### src/rtl/tmr_pkg.sv
package tmr_pkg;
  typedef enum logic [1:0] {
    MODE_OFF = 2'b00,
    MODE_EVT = 2'b01,
    MODE_TIM = 2'b10,
    MODE_PW  = 2'b11
  } tmr_mode_e;

  localparam logic [1:0] ADDR_CTRL   = 2'd0;
  localparam logic [1:0] ADDR_CNT_LO = 2'd1;
  localparam logic [1:0] ADDR_CNT_HI = 2'd2;

  localparam int unsigned CTRL_POL_BIT = 3;
  localparam int unsigned CTRL_EN_BIT  = 4;
  localparam int unsigned CTRL_MODE_LO = 6;
endpackage

### src/rtl/tmr_pin_sync.sv
module tmr_pin_sync #(
  parameter int unsigned STAGES = 2
) (
  input  logic clk_i,
  input  logic rst_ni,
  input  logic pin_i,
  input  logic pol_i,
  output logic lvl_o,
  output logic hit_o,
  output logic trail_o
);
  logic [STAGES-1:0] sync_q;
  logic              prev_q;

  generate
    for (genvar s = 0; s < STAGES; s++) begin : g_stage
      if (s == 0) begin : g_first
        always_ff @(posedge clk_i or negedge rst_ni)
          if (!rst_ni) sync_q[s] <= 1'b0;
          else         sync_q[s] <= pin_i;
      end else begin : g_next
        always_ff @(posedge clk_i or negedge rst_ni)
          if (!rst_ni) sync_q[s] <= 1'b0;
          else         sync_q[s] <= sync_q[s-1];
      end
    end
  endgenerate

  always_ff @(posedge clk_i or negedge rst_ni)
    if (!rst_ni) prev_q <= 1'b0;
    else         prev_q <= sync_q[STAGES-1];

  logic rise, fall;
  assign lvl_o   = sync_q[STAGES-1];
  assign rise    = lvl_o & ~prev_q;
  assign fall    = ~lvl_o & prev_q;
  // active edge for event mode; opposite edge ends a pulse
  assign hit_o   = pol_i ? fall : rise;
  assign trail_o = pol_i ? rise : fall;
endmodule

### src/rtl/tmr_ctrl.sv
module tmr_ctrl
  import tmr_pkg::*;
#(
  parameter int unsigned DW = 8
) (
  input  logic          clk_i,
  input  logic          rst_ni,
  input  logic          wr_i,
  input  logic [DW-1:0] wdata_i,
  input  logic          clr_en_i,
  output tmr_mode_e     mode_o,
  output logic          en_o,
  output logic          pol_o,
  output logic [DW-1:0] ctrl_o
);
  tmr_mode_e mode_q;
  logic      en_q, pol_q;

  always_ff @(posedge clk_i or negedge rst_ni) begin
    if (!rst_ni) begin
      mode_q <= MODE_OFF;
      en_q   <= 1'b0;
      pol_q  <= 1'b0;
    end else if (wr_i) begin
      mode_q <= tmr_mode_e'(wdata_i[CTRL_MODE_LO +: 2]);
      en_q   <= wdata_i[CTRL_EN_BIT];
      pol_q  <= wdata_i[CTRL_POL_BIT];
    end else if (clr_en_i) begin
      en_q   <= 1'b0;
    end
  end

  always_comb begin
    ctrl_o = '0;
    ctrl_o[CTRL_MODE_LO +: 2] = mode_q;
    ctrl_o[CTRL_EN_BIT]       = en_q;
    ctrl_o[CTRL_POL_BIT]      = pol_q;
  end

  assign mode_o = mode_q;
  assign en_o   = en_q;
  assign pol_o  = pol_q;
endmodule

### src/rtl/tmr_count.sv
module tmr_count #(
  parameter int unsigned DW     = 8,
  parameter int unsigned NBYTES = 2
) (
  input  logic                 clk_i,
  input  logic                 rst_ni,
  input  logic                 en_i,
  input  logic                 step_i,
  input  logic [NBYTES-1:0]    wr_be_i,
  input  logic [DW-1:0]        wdata_i,
  output logic [NBYTES*DW-1:0] cnt_o,
  output logic                 ovf_o
);
  localparam int unsigned CW = NBYTES * DW;

  logic [CW-1:0] pre_q, cnt_q, load_val;
  logic          ovf_q, at_max;

  generate
    for (genvar b = 0; b < NBYTES; b++) begin : g_lane
      always_ff @(posedge clk_i or negedge rst_ni)
        if (!rst_ni)       pre_q[b*DW +: DW] <= '0;
        else if (wr_be_i[b]) pre_q[b*DW +: DW] <= wdata_i;
      assign load_val[b*DW +: DW] = wr_be_i[b] ? wdata_i : pre_q[b*DW +: DW];
    end
  endgenerate

  assign at_max = &cnt_q;

  always_ff @(posedge clk_i or negedge rst_ni) begin
    if (!rst_ni) begin
      cnt_q <= '0;
      ovf_q <= 1'b0;
    end else begin
      ovf_q <= step_i & at_max;
      if (!en_i && |wr_be_i) cnt_q <= load_val;
      else if (step_i)       cnt_q <= at_max ? pre_q : cnt_q + 1'b1;
    end
  end

  assign cnt_o = cnt_q;
  assign ovf_o = ovf_q;
endmodule

### src/rtl/evt_timer.sv
module evt_timer
  import tmr_pkg::*;
#(
  parameter int unsigned DW          = 8,
  parameter int unsigned SYNC_STAGES = 2
) (
  input  logic          clk_i,
  input  logic          rst_ni,
  input  logic [1:0]    addr_i,
  input  logic          wr_i,
  input  logic [DW-1:0] wdata_i,
  input  logic          rd_i,
  output logic [DW-1:0] rdata_o,
  input  logic          pin_i,
  input  logic          tick_i,
  output logic          ovf_o
);
  localparam int unsigned NBYTES = 2;
  localparam int unsigned CW     = NBYTES * DW;

  tmr_mode_e     mode_w;
  logic          en_w, pol_w, lvl_w, hit_w, trail_w, freeze_w, step_w, clr_en_w;
  logic [DW-1:0] ctrl_w;
  logic [CW-1:0] cnt_w;
  logic [NBYTES-1:0] wr_be;

  tmr_pin_sync #(.STAGES(SYNC_STAGES)) u_sync (
    .clk_i, .rst_ni, .pin_i, .pol_i(pol_w),
    .lvl_o(lvl_w), .hit_o(hit_w), .trail_o(trail_w)
  );

  assign clr_en_w = (mode_w == MODE_PW) && en_w && trail_w;

  tmr_ctrl #(.DW(DW)) u_ctrl (
    .clk_i, .rst_ni,
    .wr_i(wr_i && addr_i == ADDR_CTRL),
    .wdata_i, .clr_en_i(clr_en_w),
    .mode_o(mode_w), .en_o(en_w), .pol_o(pol_w), .ctrl_o(ctrl_w)
  );

  assign freeze_w = rd_i && addr_i == ADDR_CNT_HI;

  always_comb begin
    unique case (mode_w)
      MODE_EVT: step_w = hit_w;
      MODE_TIM: step_w = tick_i;
      MODE_PW:  step_w = tick_i && (lvl_w ^ pol_w);
      default:  step_w = 1'b0;
    endcase
    step_w = step_w && en_w && !freeze_w;
  end

  assign wr_be = {wr_i && addr_i == ADDR_CNT_HI, wr_i && addr_i == ADDR_CNT_LO};

  tmr_count #(.DW(DW), .NBYTES(NBYTES)) u_cnt (
    .clk_i, .rst_ni, .en_i(en_w), .step_i(step_w),
    .wr_be_i(wr_be), .wdata_i, .cnt_o(cnt_w), .ovf_o
  );

  always_comb begin
    rdata_o = '0;
    if (rd_i) begin
      unique case (addr_i)
        ADDR_CTRL:   rdata_o = ctrl_w;
        ADDR_CNT_LO: rdata_o = cnt_w[DW-1:0];
        ADDR_CNT_HI: rdata_o = cnt_w[CW-1:DW];
        default:     rdata_o = '0;
      endcase
    end
  end
endmodule

### config.mk
export PLATFORM = sky130hd
export DESIGN_NAME = evt_timer
export DESIGN_NICKNAME = d
export VERILOG_FILES = /design/src/rtl/tmr_pkg.sv /design/src/rtl/tmr_pin_sync.sv /design/src/rtl/tmr_ctrl.sv /design/src/rtl/tmr_count.sv /design/src/rtl/evt_timer.sv
export SDC_FILE = /design/constraint.sdc
export NUM_CORES = 1
export LEC_CHECK = 0
export ABC_AREA = 1
export BUFFER_PORTS_ARGS = -buffer_cell sky130_fd_sc_hd__clkbuf_2
export CELL_PAD_IN_SITES_DETAIL_PLACEMENT = 1
export CELL_PAD_IN_SITES_GLOBAL_PLACEMENT = 1
export CORE_AREA = 4 4 79 81
export CTS_BUF_LIST = sky130_fd_sc_hd__clkbuf_16
export DETAILED_ROUTE_END_ITERATION = 10
export DIE_AREA = 0 0 83 85
export PLACE_DENSITY_LB_ADDON = 0.1
export SYNTH_ARGS = -nofsm -noshare
export SYNTH_HDL_FRONTEND = slang
export SYNTH_SLANG_ARGS = --single-unit
### constraint.sdc
create_clock -name clk_i -period 2.9 [get_ports clk_i]
set_input_delay 0.435 -clock clk_i [delete_from_list [all_inputs] [get_ports clk_i]]
set_output_delay 0.435 -clock clk_i [all_outputs]
set_load 0.01 [all_outputs]
==> results by group <==
Run status
  – Status: finished, final reports clean

Finish
  – Total inserted antenna cells: 0
  – Design Area, Final: 0.002788 mm²
  – Area delta synth->final: 13.56%
  – Nets: 403
  – Share of cells above drive strength 1: 12.14%
  – FILL cells: 752

Route
  – Starting DRT DRC Count: between 150 and 200
  – DR DRC count: 0
  – DRT antenna net count: 0
  – WL final: 8.275 mm
  – Routed len/inst: 18.03 µm
  – Via count: 2,448
  – Routed vias/inst: 5.333
  – Drt pass-1 iters: 4

Setup path
  – Critical path required time: between 3 and 4 ns
  – FF-to-FF End: u_cnt.cnt_o[7]
  – Reg2reg setup slack: 0.80 ns
  – WS Path Type: reg2reg
  – Reg2reg path depth: 10
  – Critical path startpoint category: register
  – CP arrival: 2.28 ns
  – Reg-to-reg startpoint: u_cnt.cnt_o[0]
  – Crit. End Element: register
  – CP Max Fanout: 10

Logic synthesis
  – Sequential fraction of the synthesis area: 40.77%
  – Number of synthesized register bits: 40
  – Post-synth net total: around 380
  – Syn_area_per_cell: 6.800 µm²
  – YS warnings: 0
  – Cell Area, Synth: around 0.0025 mm²
  – Post-Syn Instances: 361
  – Yosys cell types: 26

CTS
  – Resize count post-CTS: 0
  – Clock root cell: clkbuf_16
  – TritonCTS clock tree: built
  – H-tree depth: 2
  – Clk buf depth: 2
  – Clock transition at the registers of the reported paths: 0.06 ns
  – Post-CTS Hold Buffers: 0
  – Inserted Clock Buffers: 5
  – Worst skew pair latency: approximately 0.29 ns
  – Setup bufs post-CTS: 0
  – CTS Sinks: 40

Place
  – Buffers added on ports: 24
  – Final RePlAce weighted congestion: 0.9708
  – HPWL Detailed: 6.275 mm
  – Post-DP Area: 0.002620 mm²
  – DP Worst Slack: about 0.75 ns

Power and ir drop
  – Power density cells: 794.5 mW/mm²
  – Logic pwr share: a little under a third
  – P_sw: 0.8844 mW
  – VDD IR-drop max: 0.0003889 V
  – Sw frac: 39.93%
  – Cell Int Power: 1.330 mW
  – Clock share of power: 28.7%
  – Leak Pwr: 1.509 nW
  – Register share of total power: 40.6%

STA
  – Slew HR: 29.07%
  – RSZ-0062 raised after global routing: no
  – Tightest Pin Transition: 1.064 ns
  – Final min period: 2.104 ns
  – Post-route setup slack: 0.7958 ns
  – Max-slew violations: 0
  – Final setup fails: 0
  – TNS Setup: 0 ns
  – Tcrit/Tclk final: 72.56%
  – Fmax: 475.2 MHz
  – Final hold viol count: 0
  – Final Skew: 0.008156 ns

Hold path
  – Hold/Removal Path Class: in2reg
  – Worst hold endpoint: u_sync.sync_q[0]
  – Hold path start: pin_i
  – Hold path cells: 1

Floorplan
  – Die footprint: 0.007055 mm²
  – IO Count: 25
  – Row cnt: 27
  – Die width: 83 µm
  – Die outline height: about 85 µm
  – Initial Util: 44.86%
  – Core Footprint: 0.005473 mm²

Global route
  – Global-route wire length before repair: 13.59 mm
  – Vias in the first global route: around 2,500
  – Largest net degree at the start of global routing: 41
  – Tot GR Track Use: 24.84%
  – Antenna violations before repair: 0
  – Global route overflow: 0

Job
  – Number of max-cap violations: 0
==> cell type report <==
class | count | area [µm²] | share of cell area (%)
multi-input combinational | 259 | 1199 | 43.00
sequential | 40 | 1001 | 35.91
inverter | 56 | 210.2 | 7.540
clock buffer | 5 | 125.1 | 4.488
timing repair buffer | 24 | 120.1 | 4.309
tap | 72 | 90.09 | 3.232
clock inverter | 3 | 42.54 | 1.526
==> Yosys cell counts <==
library cell,number,area [µm²]
buf_2,3,15.01
buf_4,1,7.510
buf_6,2,22.52
dfrtp_1,40,1001
ha_1,1,12.51
inv_1,52,195.2
inv_2,4,15.01
nand2_1,119,446.7
nand2_2,5,31.28
nand2_4,1,11.26
nand3_1,31,155.2
nand3_2,1,10.01
nand4_1,5,31.28
nand4_2,1,12.51
nor2_1,36,135.1
nor2_2,1,6.260
nor2_4,3,33.78
nor3_1,5,25.02
o211ai_1,3,22.52
o21a_1,1,7.510
o21ai_0,23,115.1
o21ai_1,13,65.06
o22ai_1,3,18.77
o32ai_1,2,17.52
or2_0,1,6.260
xor2_1,4,35.03
==> power groups by stage <==
stage | Combinational [mW] | Clock [mW] | Sequential (mW)
after floorplan | 0.476 | 0 | 0.828
after global placement | 0.656 | 0 | 0.899
after detailed placement | 0.661 | 0 | 0.898
after CTS | 0.675 | 0.637 | 0.893
after global routing | 0.780 | 0.674 | 0.921
final | 0.681 | 0.635 | 0.899
==> flip-flops by register name, summed over array words and instances, names as in the netlist <==
name and count:
u_cnt.cnt_o 16, u_cnt.pre_q 16, u_ctrl.mode_o 2, u_cnt.ovf_o 1, u_ctrl.en_o 1, u_ctrl.pol_o 1
u_sync.lvl_o 1, u_sync.prev_q 1, u_sync.sync_q 1
==> cell usage in the layout, fill, tap and decap left out, drive strengths merged <==
cell    instances
inv            56
o32ai           2
bufinv          1
o22ai           3
nand4           6
nor2           40
o211ai          3
xor2            4
nand2         125
clkinv          2
o21a            1
ha              1
nand3          32
o21ai          36
clkbuf         29
dfrtp          40
nor3            5
or2             1
==> routing by layer <==
layer,vias up,global-route usage [%],share of wire (%)
li1,1199,-,-
met1,1169,34.77,48
met2,68,39.36,45
met3,12,4.272,4.5
met4,0,7.727,2.2
met5,-,0,0
==> cell families after synthesis <==
family                   share of synthesized area, %
AO/OA/AOI/OAI                                   10.04
XOR/XNOR                                        1.427
adder cells (fa/ha/maj)                        0.5096
buffers and inverters                           10.40
flip-flops                                      40.77
AND/OR/NAND/NOR                                 36.85
==> worst max-delay path, cell delays in order (launching register included) <==
cell	delay [ns]
dfrtp_1	0.41
ha_1	0.23
nand3_1	0.16
inv_1	0.15
nand2_1	0.12
nor2_4	0.33
inv_2	0.14
nand3_1	0.16
nand3_1	0.09
nand3_1	0.14
nand2_1	0.06
==> worst max-delay path by stage <==
stage	to	slack [ns]	from	cells after the start
floorplan	u_cnt.cnt_o[5]	1.34	u_cnt.cnt_o[1]	9
global placement	u_cnt.cnt_o[1]	0.77	addr_i[1]	10
detailed placement	u_cnt.cnt_o[14]	0.75	addr_i[1]	10
CTS	u_cnt.cnt_o[7]	0.85	u_cnt.cnt_o[1]	10
global route	u_cnt.cnt_o[7]	0.68	u_cnt.cnt_o[0]	10
finish	u_cnt.cnt_o[7]	0.80	u_cnt.cnt_o[0]	10
==> stage by stage <==
step | cells | utilization [%] | power [mW] | hold WS [ns]
floorplan | 361 | - | 1.304 | 0.1394
global placement | 451 | 47.87 | 1.554 | 0.3315
detailed placement | 451 | 47.87 | 1.560 | 0.3364
CTS | 459 | 50.94 | 2.205 | 0.2504
global route | 459 | 50.94 | 2.375 | 0.2599
finish | 459 | 50.94 | 2.215 | 0.2527
No activity file was read; power rests on OpenSTA's default activity.
